File: src/rtl/ph3_seq_pkg.sv
package ph3_seq_pkg;
  localparam int NPH = 3;

  typedef enum logic [1:0] {
    ROLE_HOLD   = 2'd0,
    ROLE_SWITCH = 2'd1,
    ROLE_RESET  = 2'd2
  } zone_role_t;

  function automatic logic [1:0] ring_prev(input logic [1:0] s);
    return (s == 2'd0) ? 2'd2 : s - 2'd1;
  endfunction

  function automatic logic [1:0] ring_next(input logic [1:0] s);
    return (s == 2'd2) ? 2'd0 : s + 2'd1;
  endfunction
endpackage

File: src/rtl/ph3_cfg_clamp.sv
module ph3_cfg_clamp #(
  parameter int CW = 8
) (
  input  logic [CW-1:0] high_in,
  input  logic [CW-1:0] ovl_in,
  input  logic          overlap_on,
  output logic [CW-1:0] high_eff,
  output logic [CW-1:0] ovl_eff
);
  localparam logic [CW-1:0] ONE = CW'(1);

  always_comb begin
    high_eff = (high_in == '0) ? ONE : high_in;
    if (!overlap_on)
      ovl_eff = '0;
    else if (ovl_in >= high_eff)
      ovl_eff = high_eff - ONE;
    else
      ovl_eff = ovl_in;
  end
endmodule

File: src/rtl/ph3_slot_timer.sv
module ph3_slot_timer #(
  parameter int CW = 8
) (
  input  logic          clk,
  input  logic          rst,
  input  logic          en,
  input  logic [CW-1:0] high_eff,
  input  logic [CW-1:0] ovl_eff,
  output logic          running,
  output logic [1:0]    slot,
  output logic          tail_on
);
  import ph3_seq_pkg::*;
  localparam logic [CW-1:0] ONE = CW'(1);

  logic [CW-1:0] cnt_q, high_q, ovl_q;
  logic          handed_q;

  always_ff @(posedge clk) begin
    if (rst) begin
      running  <= 1'b0;
      slot     <= 2'd0;
      cnt_q    <= '0;
      high_q   <= ONE;
      ovl_q    <= '0;
      handed_q <= 1'b0;
    end else if (en) begin
      if (!running) begin
        running  <= 1'b1;
        slot     <= 2'd0;
        cnt_q    <= '0;
        high_q   <= high_eff;
        ovl_q    <= ovl_eff;
        handed_q <= 1'b0;
      end else if (cnt_q == high_q - ONE) begin
        slot     <= ring_next(slot);
        cnt_q    <= '0;
        high_q   <= high_eff;
        ovl_q    <= ovl_eff;
        handed_q <= 1'b1;
      end else begin
        cnt_q <= cnt_q + ONE;
      end
    end
  end

  assign tail_on = running && handed_q && (cnt_q < ovl_q);
endmodule

File: src/rtl/ph3_phase_decode.sv
module ph3_phase_decode (
  input  logic       running,
  input  logic [1:0] slot,
  input  logic       tail_on,
  output logic [2:0] phase_en,
  output logic [5:0] zone_role
);
  import ph3_seq_pkg::*;

  logic [1:0] prev_slot;
  assign prev_slot = ring_prev(slot);

  for (genvar g = 0; g < NPH; g++) begin : g_zone
    logic owner, trailing;
    assign owner    = running && (slot == 2'(g));
    assign trailing = running && (prev_slot == 2'(g));
    assign phase_en[g] = owner || (trailing && tail_on);

    zone_role_t role;
    always_comb begin
      if (owner)         role = ROLE_RESET;
      else if (trailing) role = ROLE_SWITCH;
      else               role = ROLE_HOLD;
    end
    assign zone_role[2*g+1:2*g] = role;
  end
endmodule

File: src/rtl/ph3_clock_sequencer.sv
module ph3_clock_sequencer #(
  parameter int CW = 8
) (
  input  logic          clk,
  input  logic          rst,
  input  logic          en,
  input  logic          overlap_on,
  input  logic [CW-1:0] high_cycles,
  input  logic [CW-1:0] ovl_cycles,
  output logic [2:0]    phase_en,
  output logic          cycle_start,
  output logic [5:0]    zone_role
);
  logic [CW-1:0] high_eff, ovl_eff;
  logic          running, tail_on;
  logic [1:0]    slot;
  logic          ph0_q;

  ph3_cfg_clamp #(.CW(CW)) u_clamp (
    .high_in(high_cycles), .ovl_in(ovl_cycles), .overlap_on(overlap_on),
    .high_eff(high_eff), .ovl_eff(ovl_eff)
  );

  ph3_slot_timer #(.CW(CW)) u_timer (
    .clk(clk), .rst(rst), .en(en),
    .high_eff(high_eff), .ovl_eff(ovl_eff),
    .running(running), .slot(slot), .tail_on(tail_on)
  );

  ph3_phase_decode u_decode (
    .running(running), .slot(slot), .tail_on(tail_on),
    .phase_en(phase_en), .zone_role(zone_role)
  );

  always_ff @(posedge clk) begin
    if (rst) ph0_q <= 1'b0;
    else     ph0_q <= phase_en[0];
  end

  assign cycle_start = phase_en[0] && !ph0_q;
endmodule

File: config.mk
export PLATFORM = sky130hd
export DESIGN_NAME = ph3_clock_sequencer
export DESIGN_NICKNAME = d
export VERILOG_FILES = /design/src/rtl/ph3_seq_pkg.sv /design/src/rtl/ph3_cfg_clamp.sv /design/src/rtl/ph3_slot_timer.sv /design/src/rtl/ph3_phase_decode.sv /design/src/rtl/ph3_clock_sequencer.sv
export SDC_FILE = /design/constraint.sdc
export NUM_CORES = 1
export LEC_CHECK = 0
export BUFFER_PORTS_ARGS = -buffer_cell sky130_fd_sc_hd__buf_2
export CORE_ASPECT_RATIO = 0.75
export CORE_UTILIZATION = 40
export CTS_CLUSTER_SIZE = 30
export DETAILED_ROUTE_END_ITERATION = 16
export GPL_ROUTABILITY_DRIVEN = 1
export PLACE_DENSITY_LB_ADDON = 0.12
export SLEW_MARGIN = 20
export SYNTH_ARGS = -nofsm -noshare
export SYNTH_HDL_FRONTEND = slang
export SYNTH_HIERARCHICAL = 1
export SYNTH_SLANG_ARGS = --single-unit
File: constraint.sdc
create_clock -name clk -period 3.7 [get_ports clk]
set_clock_uncertainty 0.15 [all_clocks]
set_input_delay 0.185 -clock clk [delete_from_list [all_inputs] [get_ports clk]]
set_output_delay 0.185 -clock clk [all_outputs]
set_load 0.03 [all_outputs]
Word-level counts from Yosys, hierarchy flattened

Index checks and enable logic that the tools add are counted.

Register bits: 29
Input port bits: 20
Word-level logic and storage cells: 61

Add/subtract/negate cells: 5
$lt $le $gt $ge: 2
Eq/ne operators: 6
Muxes and demuxes: 21
Reductions and logical operators: 20

Operators by type and width:

| operator                                         | number |
|---|---|
| 2-to-1 mux 8 bit                                 | 9 |
| subtractor 8 x 1 -> 8 bit, second input constant | 2 |
| 2-to-1 mux 2 bit                                 | 7 |
| logical AND 1 bit                                | 12 |
| adder 8 x 1 -> 8 bit, second input constant      | 1 |
| == test 8 bit                                    | 1 |
| greater-or-equal comparator 8 bit                | 1 |
| logical NOT 8 bit                                | 1 |
| less-than comparator 8 bit                       | 1 |
| 2-to-1 mux 1 bit                                 | 5 |
| == test 2 x 1 -> 1 bit, second input constant    | 2 |
| == test 2 bit, second input constant             | 2 |
| logical NOT 2 bit                                | 2 |
| logical OR 1 bit                                 | 3 |
| adder 2 x 1 -> 2 bit, second input constant      | 1 |
| inequality test 2 bit, second input constant     | 1 |
| AND reduction 2 bit                              | 1 |
| subtractor 2 x 1 -> 2 bit, second input constant | 1 |
| logical NOT 1 bit                                | 1 |

Logic depth before layout (Yosys ltp)

Gate-level depths: netlist of run 1.

Depth after elaboration: 7
Mapped depth: 10
Mapped depth without buffers: 10

Modules after synthesis

The synthesis of run 1 kept the hierarchy.

Modules (own cells, without submodules):

| module              | times used | cells each | area each (um2) | seq. area each (um2) |
|---|---|---|---|---|
| ph3_slot_timer      | 1          | 192        | 1,602.8         | 560.5 |
| ph3_cfg_clamp       | 1          | 76         | 508.0           | 0.0 |
| ph3_phase_decode    | 1          | 20         | 162.7           | 0.0 |
| ph3_clock_sequencer | 1          | 3          | 47.5            | 20.0 |

Worst setup path after synthesis of run 1

Ideal clock, no wire load.

Kind: flip-flop to output port
Start point: register u_timer.cnt_q[1]
End point: output cycle_start
Arrival: 2.459 ns
Required time: 3.365 ns
Path slack: 0.906 ns
Stages on the path, launching flop included: 10
Path through: dfxtp_1 ha_1 a21o_1 a21o_1 a211oi_1 o21bai_1 a31oi_1 a21oi_1 nor2b_1 nor2b_4

Cells in the longest elaborated chain, start to end: 5

RTL lines:

| element                    | line                      | text |
|---|---|---|
| start, declared            | ph3_slot_timer.sv:16      | `logic [CW-1:0] cnt_q, high_q, ovl_q;` |
| start signal, assigned     | ph3_slot_timer.sv:42      | `cnt_q <= cnt_q + ONE;` |
| less-than comparator 8 bit | ph3_slot_timer.sv:47      | `assign tail_on = running && handed_q && (cnt_q < ovl_q);` |
| logical AND 1 bit          | ph3_slot_timer.sv:47      |  |
| net tail_on                | ph3_clock_sequencer.sv:15 | `logic running, tail_on;` |
| logical AND 1 bit          | ph3_phase_decode.sv:17    | `assign phase_en[g] = owner \|\| (trailing && tail_on);` |
| logical OR 1 bit           | ph3_phase_decode.sv:17    |  |
| net phase_en[0]            | ph3_clock_sequencer.sv:10 | `output logic [2:0] phase_en,` |
| logical AND 1 bit          | ph3_clock_sequencer.sv:40 | `assign cycle_start = phase_en[0] && !ph0_q;` |
| end, declared              | ph3_clock_sequencer.sv:11 | `output logic cycle_start,` |

The timed path passes the listed nets, and every way through them passes these cells.

Final worst setup path of run 1

Start point: register u_timer.high_q[0]
End point: register u_timer.ovl_q[1]

Cells in the longest elaborated chain, start to end: 4

RTL lines:

| element                                | line                 | text |
|---|---|---|
| start, declared                        | ph3_slot_timer.sv:16 |  |
| start signal, assigned                 | ph3_slot_timer.sv:32 | `high_q <= high_eff;` |
| start signal, assigned                 | ph3_slot_timer.sv:38 | `high_q <= high_eff;` |
| subtractor 8 x 1 -> 8 bit              | ph3_slot_timer.sv:35 | `end else if (cnt_q == high_q - ONE) begin` |
| == test 8 bit                          | ph3_slot_timer.sv:35 |  |
| inequality test 2 bit (no source line) | --                   |  |
| AND reduction 2 bit (no source line)   | --                   |  |
| end signal, assigned                   | ph3_slot_timer.sv:33 | `ovl_q <= ovl_eff;` |
| end signal, assigned                   | ph3_slot_timer.sv:39 | `ovl_q <= ovl_eff;` |
| end, declared                          | ph3_slot_timer.sv:16 |  |

Every way passes these cells.
A chain may end at the register's enable or synchronous reset.

==> results of run 1 <==
layer usage:
layer,GRT usage (%),share of wire (%),vias to the layer above
met1,26.8,57,936
met2,28.1,39,27
li1,-,-,1059
met4,5.44,0.71,0
met3,3.44,2.7,5
met5,0,0,-
metrics by stage:
stage	worst slack (ns)	utilization [%]
2_1_floorplan	0.906	-
3_3_place_gp	0.601	44.9
6_report	0.712	46.7
4_1_cts	0.707	46.7
3_5_place_dp	0.589	44.9
5_1_grt	0.450	46.7
path summary, 6_finish.rpt:
kind                                  start                              to  slack (ns)  cells after the start
max          u_timer/high_q[0]$_SDFFE_PP1P_   u_timer/ovl_q[1]$_SDFFE_PP0P_        0.71                      8
min                          high_cycles[7]  u_timer/high_q[7]$_SDFFE_PP0P_        0.05                      3
max reg2reg  u_timer/high_q[0]$_SDFFE_PP1P_   u_timer/ovl_q[1]$_SDFFE_PP0P_        0.71                      8
min reg2reg   u_timer/ovl_q[6]$_SDFFE_PP0P_   u_timer/ovl_q[6]$_SDFFE_PP0P_        0.33                      2
registers in the layout (all words and copies together), names as in the netlist:
name and cells:
u_timer/high_q 8, u_timer/slot 2, u_timer/running 1, u_timer/cnt_q 8
u_timer/ovl_q 8, u_timer/handed_q 1, ph0_q 1
report_power, final:
| part | switching, mW | internal, mW | total, mW |
|---|---|---|---|
| Clock | 0.120 | 0.168 | 0.288 |
| Sequential | 0.0217 | 0.330 | 0.351 |
| Combinational | 0.142 | 0.0947 | 0.237 |
area by class of cell:
type	instances	area (µm²)	share of cell area [%]
clock buffers	7	96.3	3.77
clock inverters	1	5.00	0.196
inverters	26	97.6	3.82
multi-input cells	214	1530	59.8
flip-flops and latches	29	581	22.7
well taps	75	93.8	3.67
repair buffers	30	153	5.97
cell families (layout without fill, tap and decap cells):
family | count (synthesis) | after routing | share of synthesized area (%)
mux | 8 | 8 | 3.45
simple gates | 94 | 94 | 23.9
xor+xnor | 14 | 14 | 5.28
fa+ha+maj | 21 | 21 | 11.3
buf+inv | 48 | 64 | 9.11
compound gates | 77 | 77 | 21.9
flops | 29 | 29 | 25.0
tightest hold or removal path, stage by stage:
cell and delay [ns]:
sky130_fd_sc_hd__buf_2 0.12, sky130_fd_sc_hd__nand3_1 0.06, sky130_fd_sc_hd__a21oi_1 0.05
cell usage in the layout, fill, tap and decap left out, types with 2 or more instances in the layout:
master / netlist / final
sky130_fd_sc_hd__or3_1: 2 / 2
sky130_fd_sc_hd__a21o_1: 2 / 2
sky130_fd_sc_hd__nand2b_1: 3 / 3
sky130_fd_sc_hd__buf_2: 4 / 29
sky130_fd_sc_hd__nor2_1: 8 / 8
sky130_fd_sc_hd__clkbuf_8: 0 / 7
sky130_fd_sc_hd__nor2b_4: 3 / 3
sky130_fd_sc_hd__nand4_1: 5 / 5
sky130_fd_sc_hd__and2_4: 2 / 2
sky130_fd_sc_hd__or4_1: 2 / 2
sky130_fd_sc_hd__o21a_1: 2 / 2
sky130_fd_sc_hd__nor2b_1: 6 / 6
sky130_fd_sc_hd__o31ai_1: 2 / 2
sky130_fd_sc_hd__dfxtp_1: 29 / 29
sky130_fd_sc_hd__and3_1: 4 / 4
sky130_fd_sc_hd__nand2_1: 19 / 19
sky130_fd_sc_hd__nor3_1: 8 / 8
sky130_fd_sc_hd__o21ai_0: 7 / 7
sky130_fd_sc_hd__o221ai_1: 2 / 2
sky130_fd_sc_hd__o211ai_1: 2 / 2
sky130_fd_sc_hd__nand3_1: 17 / 17
sky130_fd_sc_hd__xnor2_1: 8 / 8
sky130_fd_sc_hd__mux2i_1: 8 / 8
sky130_fd_sc_hd__xor2_1: 6 / 6
sky130_fd_sc_hd__and2_1: 2 / 2
sky130_fd_sc_hd__inv_1: 26 / 26
sky130_fd_sc_hd__nand4b_1: 2 / 2
sky130_fd_sc_hd__a211oi_1: 2 / 2
sky130_fd_sc_hd__a21oi_1: 24 / 24
sky130_fd_sc_hd__o21ai_1: 19 / 19
sky130_fd_sc_hd__ha_1: 21 / 21
sky130_fd_sc_hd__o21bai_1: 2 / 2
==> impl_metrics.yaml, run 1 <==
routing:
  wl_um: 5320
  initialDrtViolationCount: 101
  ant_nets: 0
  drt_first_pass_iters: 4
  viasPerCell: 5.31
  drcViolationCount: 0
  routed_len_inst_um: 13.9
  route.vias.total: 2027
sta:
  final.period_utilization_pct: 80.8
  rsz_0062_raised_after_global_routing: "false"
  finalSetupViolations: 0
  worst_slew_margin_rel_pct: 41.3
  fin_crit_ns: 2.99
  whs_ns: 0.0460
  final.setup.tns_ns: 0
  report.final.hold_viol_count: 0
  worstMarginPinSlew_ns: 0.875
  timing.final.max_slew_violations: 0
  fmax_mhz: 335
pwr:
  total_power_mw: 0.876
  cellLeakagePower_nw: 1.06
  ir_drop_mv: 0.135
  power_density_nw_per_um2: 343
final_layout:
  area_added_between_synthesis_and_finish_pct: 10.1
  fillers: 561
  antennaDiodeCount: 0
  post-route-cell-area_um2: 2550
  finish.net_count: 347
  non_filler_cells_final: 382
  drive_gt1_share_pct: 16.9
synthesis:
  synth_seq_cells: 29
  netlist_instances: 291
  mappedNetlistNets: 332
  synth_enable_flop_cells: 0
  post-synth-top-area-cell: "sky130_fd_sc_hd__dfxtp_1"
  post_synth_num_cell_types: 58
  most_instantiated_library_cell_after_synthesis: "sky130_fd_sc_hd__dfxtp_1"
  async_reset_ff_share_pct: 0
  postSynthAreaPerCell_um2: 7.98
  postSynth.topFlopCell: "sky130_fd_sc_hd__dfxtp_1"
  commonest_cells_in_the_synthesized_netlist: "sky130_fd_sc_hd__dfxtp_1 (29), sky130_fd_sc_hd__inv_1 (26), sky130_fd_sc_hd__a21oi_1 (24)"
  netlist.area_leader.share_pct: 25.0
  yosys_warning_count: 6
  leading_cell_types_by_total_area_after_synthesis: "sky130_fd_sc_hd__dfxtp_1 (25%), sky130_fd_sc_hd__ha_1 (11%), sky130_fd_sc_hd__a21oi_1 (5.2%)"
  ys_seq_area_share_pct: 25.0
  synth_area_um2: 2320
worst_setup_path:
  critical_path.startpoint_type: "flip-flop"
  cpLargestDelayFamily: "compound AO/OA/AOI/OAI gates"
  cp_num_buf_inv: 1
  crit_path_max_fanout: 18
  critPathKind: "reg -> reg"
  timing.critical_path.cells: "inv_1, ha_1, or3b_1, or4_4, a2111oi_4, a21bo_1, nand3_1, a21oi_1"
  critPathMaxStageDelay_ns: 0.49
  required_ns: 3.76
  critical-path-slowest-cell: "sky130_fd_sc_hd__a21bo_1"
  cp.arrival_ns: 3.05
  end_kind: "flip-flop"
clocking:
  tritoncts.num_buffers: 5
  cts.sinks: 29
  cts.hold.buffers_added: 0
  ctsResizeCount: 0
  insertion_delay_ns: 0.28
  clk_pin_slew_worst_paths_ns: 0.06
  cts_post_setup_buffers_inserted: 0
  cts.root.buffer_cell: "sky130_fd_sc_hd__clkbuf_8"
  cts_tree: "done"
  ctsLongestPathBuffers: 2
  cts-htree-levels: 2
floorplan:
  core_area_um2: 5470
  rows: 23
  die_w_um: 90.0
  die_height_um: 68.0
  die_area_um2: 6110
  initial_core_util_pct: 42.4
  io-pin-count: 30
place:
  placed_instance_count: 374
  dp_hpwl_um: 4010
  placed_area_um2: 2450
  port_buffers: 29
  gp_congestion: 0.813
global_route:
  grt.total_usage_pct: 18.6
  first_global_vias: 1830
  overall_overflow_remaining_after_global_route: 0
  antenna_found_initial: 0
  grt_first_pass_wirelength_um: 8890
  pin_count_of_the_biggest_net_entering_global_routing: 29
run:
  max-cap-violations: 0
worst_hold_path:
  worst_hold_path_type: "in -> reg"
status:
  status: "complete, no violations"
No activity file was read; power rests on OpenSTA's default activity.
==> inputs of run 2 (changes only) <==
- ABC_AREA: not set -> 1
- clock period: 3.7 -> 3.1 ns (I/O delays scaled with it)
==> impl_metrics.yaml, run 2 <==
global_route:
  globalRoute.busiestLayer: "met1"
  pin_count_of_the_biggest_net_entering_global_routing: 26
  globalRouteMet1Util_pct: 30.9
  overall_overflow_remaining_after_global_route: 0
  grt_util_met3_pct: 3.73
  first_global_vias: 1856
  grt.total_usage_pct: 18.7
  grt_util_met2_pct: 24.2
  antenna_found_initial: 0
  grt_first_pass_wirelength_um: 9270
floorplan:
  core_area_um2: 5800
  io-pin-count: 30
  die_height_um: 69.2
  die_area_um2: 6340
  initial_core_util_pct: 41.5
  rows: 24
  die_w_um: 91.6
final_layout:
  area_added_between_synthesis_and_finish_pct: 7.95
  largest_registers: "u_timer/cnt_q: 8 flops, u_timer/high_q: 8 flops, u_timer/ovl_q: 8 flops"
  fillers: 631
  antennaDiodeCount: 0
  finish.net_count: 414
  layout.cells.most_common_list: "sky130_fd_sc_hd__nand2_1 (86), sky130_fd_sc_hd__inv_1 (42), sky130_fd_sc_hd__nor2_1 (33), sky130_fd_sc_hd__buf_2 (29), sky130_fd_sc_hd__dfxtp_1 (29)"
  drive_gt1_share_pct: 21.7
  layout.cells.most_common: "sky130_fd_sc_hd__nand2_1"
synthesis:
  synth_xor_xnor_area_share_pct: 5.09
  post-synth-top-area-cell: "sky130_fd_sc_hd__dfxtp_1"
  largest_family_of_logic_cells_by_synthesized_area: "simple AND/OR/NAND/NOR gates"
  synth_simple_gate_area_share_pct: 36.8
  yosys_warning_count: 6
  netlist.area_leader.share_pct: 24.1
  synth_enable_flop_cells: 0
  postSynthAreaPerCell_um2: 6.74
  synth.area.mux_share_pct: 0
  post_synth_num_cell_types: 32
  most_instantiated_library_cell_after_synthesis: "sky130_fd_sc_hd__nand2_1"
  leading_cell_types_by_total_area_after_synthesis: "sky130_fd_sc_hd__dfxtp_1 (24%), sky130_fd_sc_hd__nand2_1 (13%), sky130_fd_sc_hd__ha_1 (11%)"
  postSynth.topFlopCell: "sky130_fd_sc_hd__dfxtp_1"
  synth-adder-area-share_pct: 10.9
  synth_seq_cells: 29
  mappedNetlistNets: 398
  commonest_cells_in_the_synthesized_netlist: "sky130_fd_sc_hd__nand2_1 (86), sky130_fd_sc_hd__inv_1 (42), sky130_fd_sc_hd__nor2_1 (33)"
  synth_compound_area_share_pct: 9.25
  netlist_instances: 357
  ys_seq_area_share_pct: 24.1
  synth_area_um2: 2410
  async_reset_ff_share_pct: 0
worst_setup_path:
  critical-path-slowest-cell: "sky130_fd_sc_hd__dfxtp_1"
  end_kind: "output pin"
  critical-path-top-cell-by-count: "sky130_fd_sc_hd__a21oi_1"
  required_ns: 2.79
  critical_path.startpoint_type: "flip-flop"
  critPathMaxStageDelay_ns: 0.48
  crit_path_max_fanout: 5
  timing.critical_path.cells: "ha_1, a21oi_1, o21ai_0, a21oi_1, o21bai_1, a31oi_1, nand3_1, nand2_1, inv_1, nor2_1, buf_2"
  cp.arrival_ns: 2.29
  critPathKind: "reg -> out"
sta:
  rsz_0062_raised_after_global_routing: "false"
  final.setup.tns_ns: 0
  timing.final.max_slew_violations: 0
  fin_crit_ns: 2.59
  report.final.hold_viol_count: 0
  whs_ns: 0.0189
  fmax_mhz: 386
  finalSetupViolations: 0
  worstMarginPinSlew_ns: 0.669
  final.period_utilization_pct: 83.6
  worst_slew_margin_rel_pct: 55.3
routing:
  wl_um: 5470
  routed_len_inst_um: 12.1
  drcViolationCount: 0
  ant_nets: 0
  viasPerCell: 4.81
  initialDrtViolationCount: 165
  route.vias.total: 2169
  drt_first_pass_iters: 5
clocking:
  cts_post_setup_buffers_inserted: 0
  cts-htree-levels: 2
  cts_tree: "done"
  tritoncts.num_buffers: 5
  cts.hold.buffers_added: 0
  ctsLongestPathBuffers: 2
  clk_pin_slew_worst_paths_ns: 0.06
  ctsResizeCount: 0
  cts.root.buffer_cell: "sky130_fd_sc_hd__clkbuf_8"
  cts.sinks: 29
  insertion_delay_ns: 0.27
worst_hold_path:
  worst_hold_path_type: "in -> reg"
pwr:
  power_density_nw_per_um2: 377
  ir_drop_mv: 0.265
  cellLeakagePower_nw: 1.24
status:
  status: "complete, no violations"
place:
  port_buffers: 29
  gp_congestion: 0.809
  dp_hpwl_um: 4260
run:
  max-cap-violations: 0
==> run 2: where the power goes <==
part           internal (mW)  switching [mW]
Sequential             0.391          0.0192
Combinational         0.0949           0.166
Clock                  0.176           0.134
==> run 2: worst paths after layout <==
path / start / to / slack, ns / cells past startpoint
hold reg to reg: u_timer/ovl_q[6]$_SDFFE_PP0P_ / u_timer/ovl_q[6]$_SDFFE_PP0P_ / 0.31 / 2
setup reg to reg: u_timer/high_q[0]$_SDFFE_PP1P_ / u_timer/cnt_q[7]$_SDFFE_PP0P_ / 0.71 / 13
setup / recovery: u_timer/cnt_q[1]$_SDFFE_PP0P_ / cycle_start / 0.51 / 11
hold / removal: high_cycles[7] / u_timer/high_q[7]$_SDFFE_PP0P_ / 0.02 / 3
==> run 2: metrics by stage <==
stage	setup WS, ns	cell area, µm²	utilization (%)	cells	total power, mW
finish	0.509	2600	44.8	451	0.981
global route	0.305	2600	44.8	451	1.05
CTS	0.515	2600	44.8	451	0.988
detailed placement	0.678	2510	43.4	444	0.678
global placement	0.713	2510	43.4	444	0.679
floorplan	0.738	2410	-	357	0.632
==> run 2: final cells by class <==
cell class              instances  area (µm²)  area share (%)
clock buffers                   7        86.3            3.32
inverters                      48         180            6.93
multi-input cells             258        1490            57.5
flip-flops and latches         29         581            22.3
well taps                      78        97.6            3.76
repair buffers                 31         160            6.16
==> run 2: routing by layer <==
layer	routed length, µm	vias to the layer above
li1	-	1151
met3	234	2
met1	3180	971
met2	2030	45
met5	0	-
met4	19	0
==> run 2: logic make-up (layout without fill, tap and decap cells) <==
family,Yosys count,count (layout)
adders and majority gates,21,21
DFF,29,29
AOI/OAI and AO/OA,35,35
xor gates and xnor gates,14,14
and+or+nand+nor,188,188
buffers and inverters,70,86
==> run 2: worst max-delay path, delay by kind of cell (launching register included) <==
family | cells | cell delay (ns)
AOI/OAI and AO/OA | 5 | 0.71
DFF | 1 | 0.48
and+or+nand+nor | 3 | 0.30
adders and majority gates | 1 | 0.29
buffers and inverters | 2 | 0.25
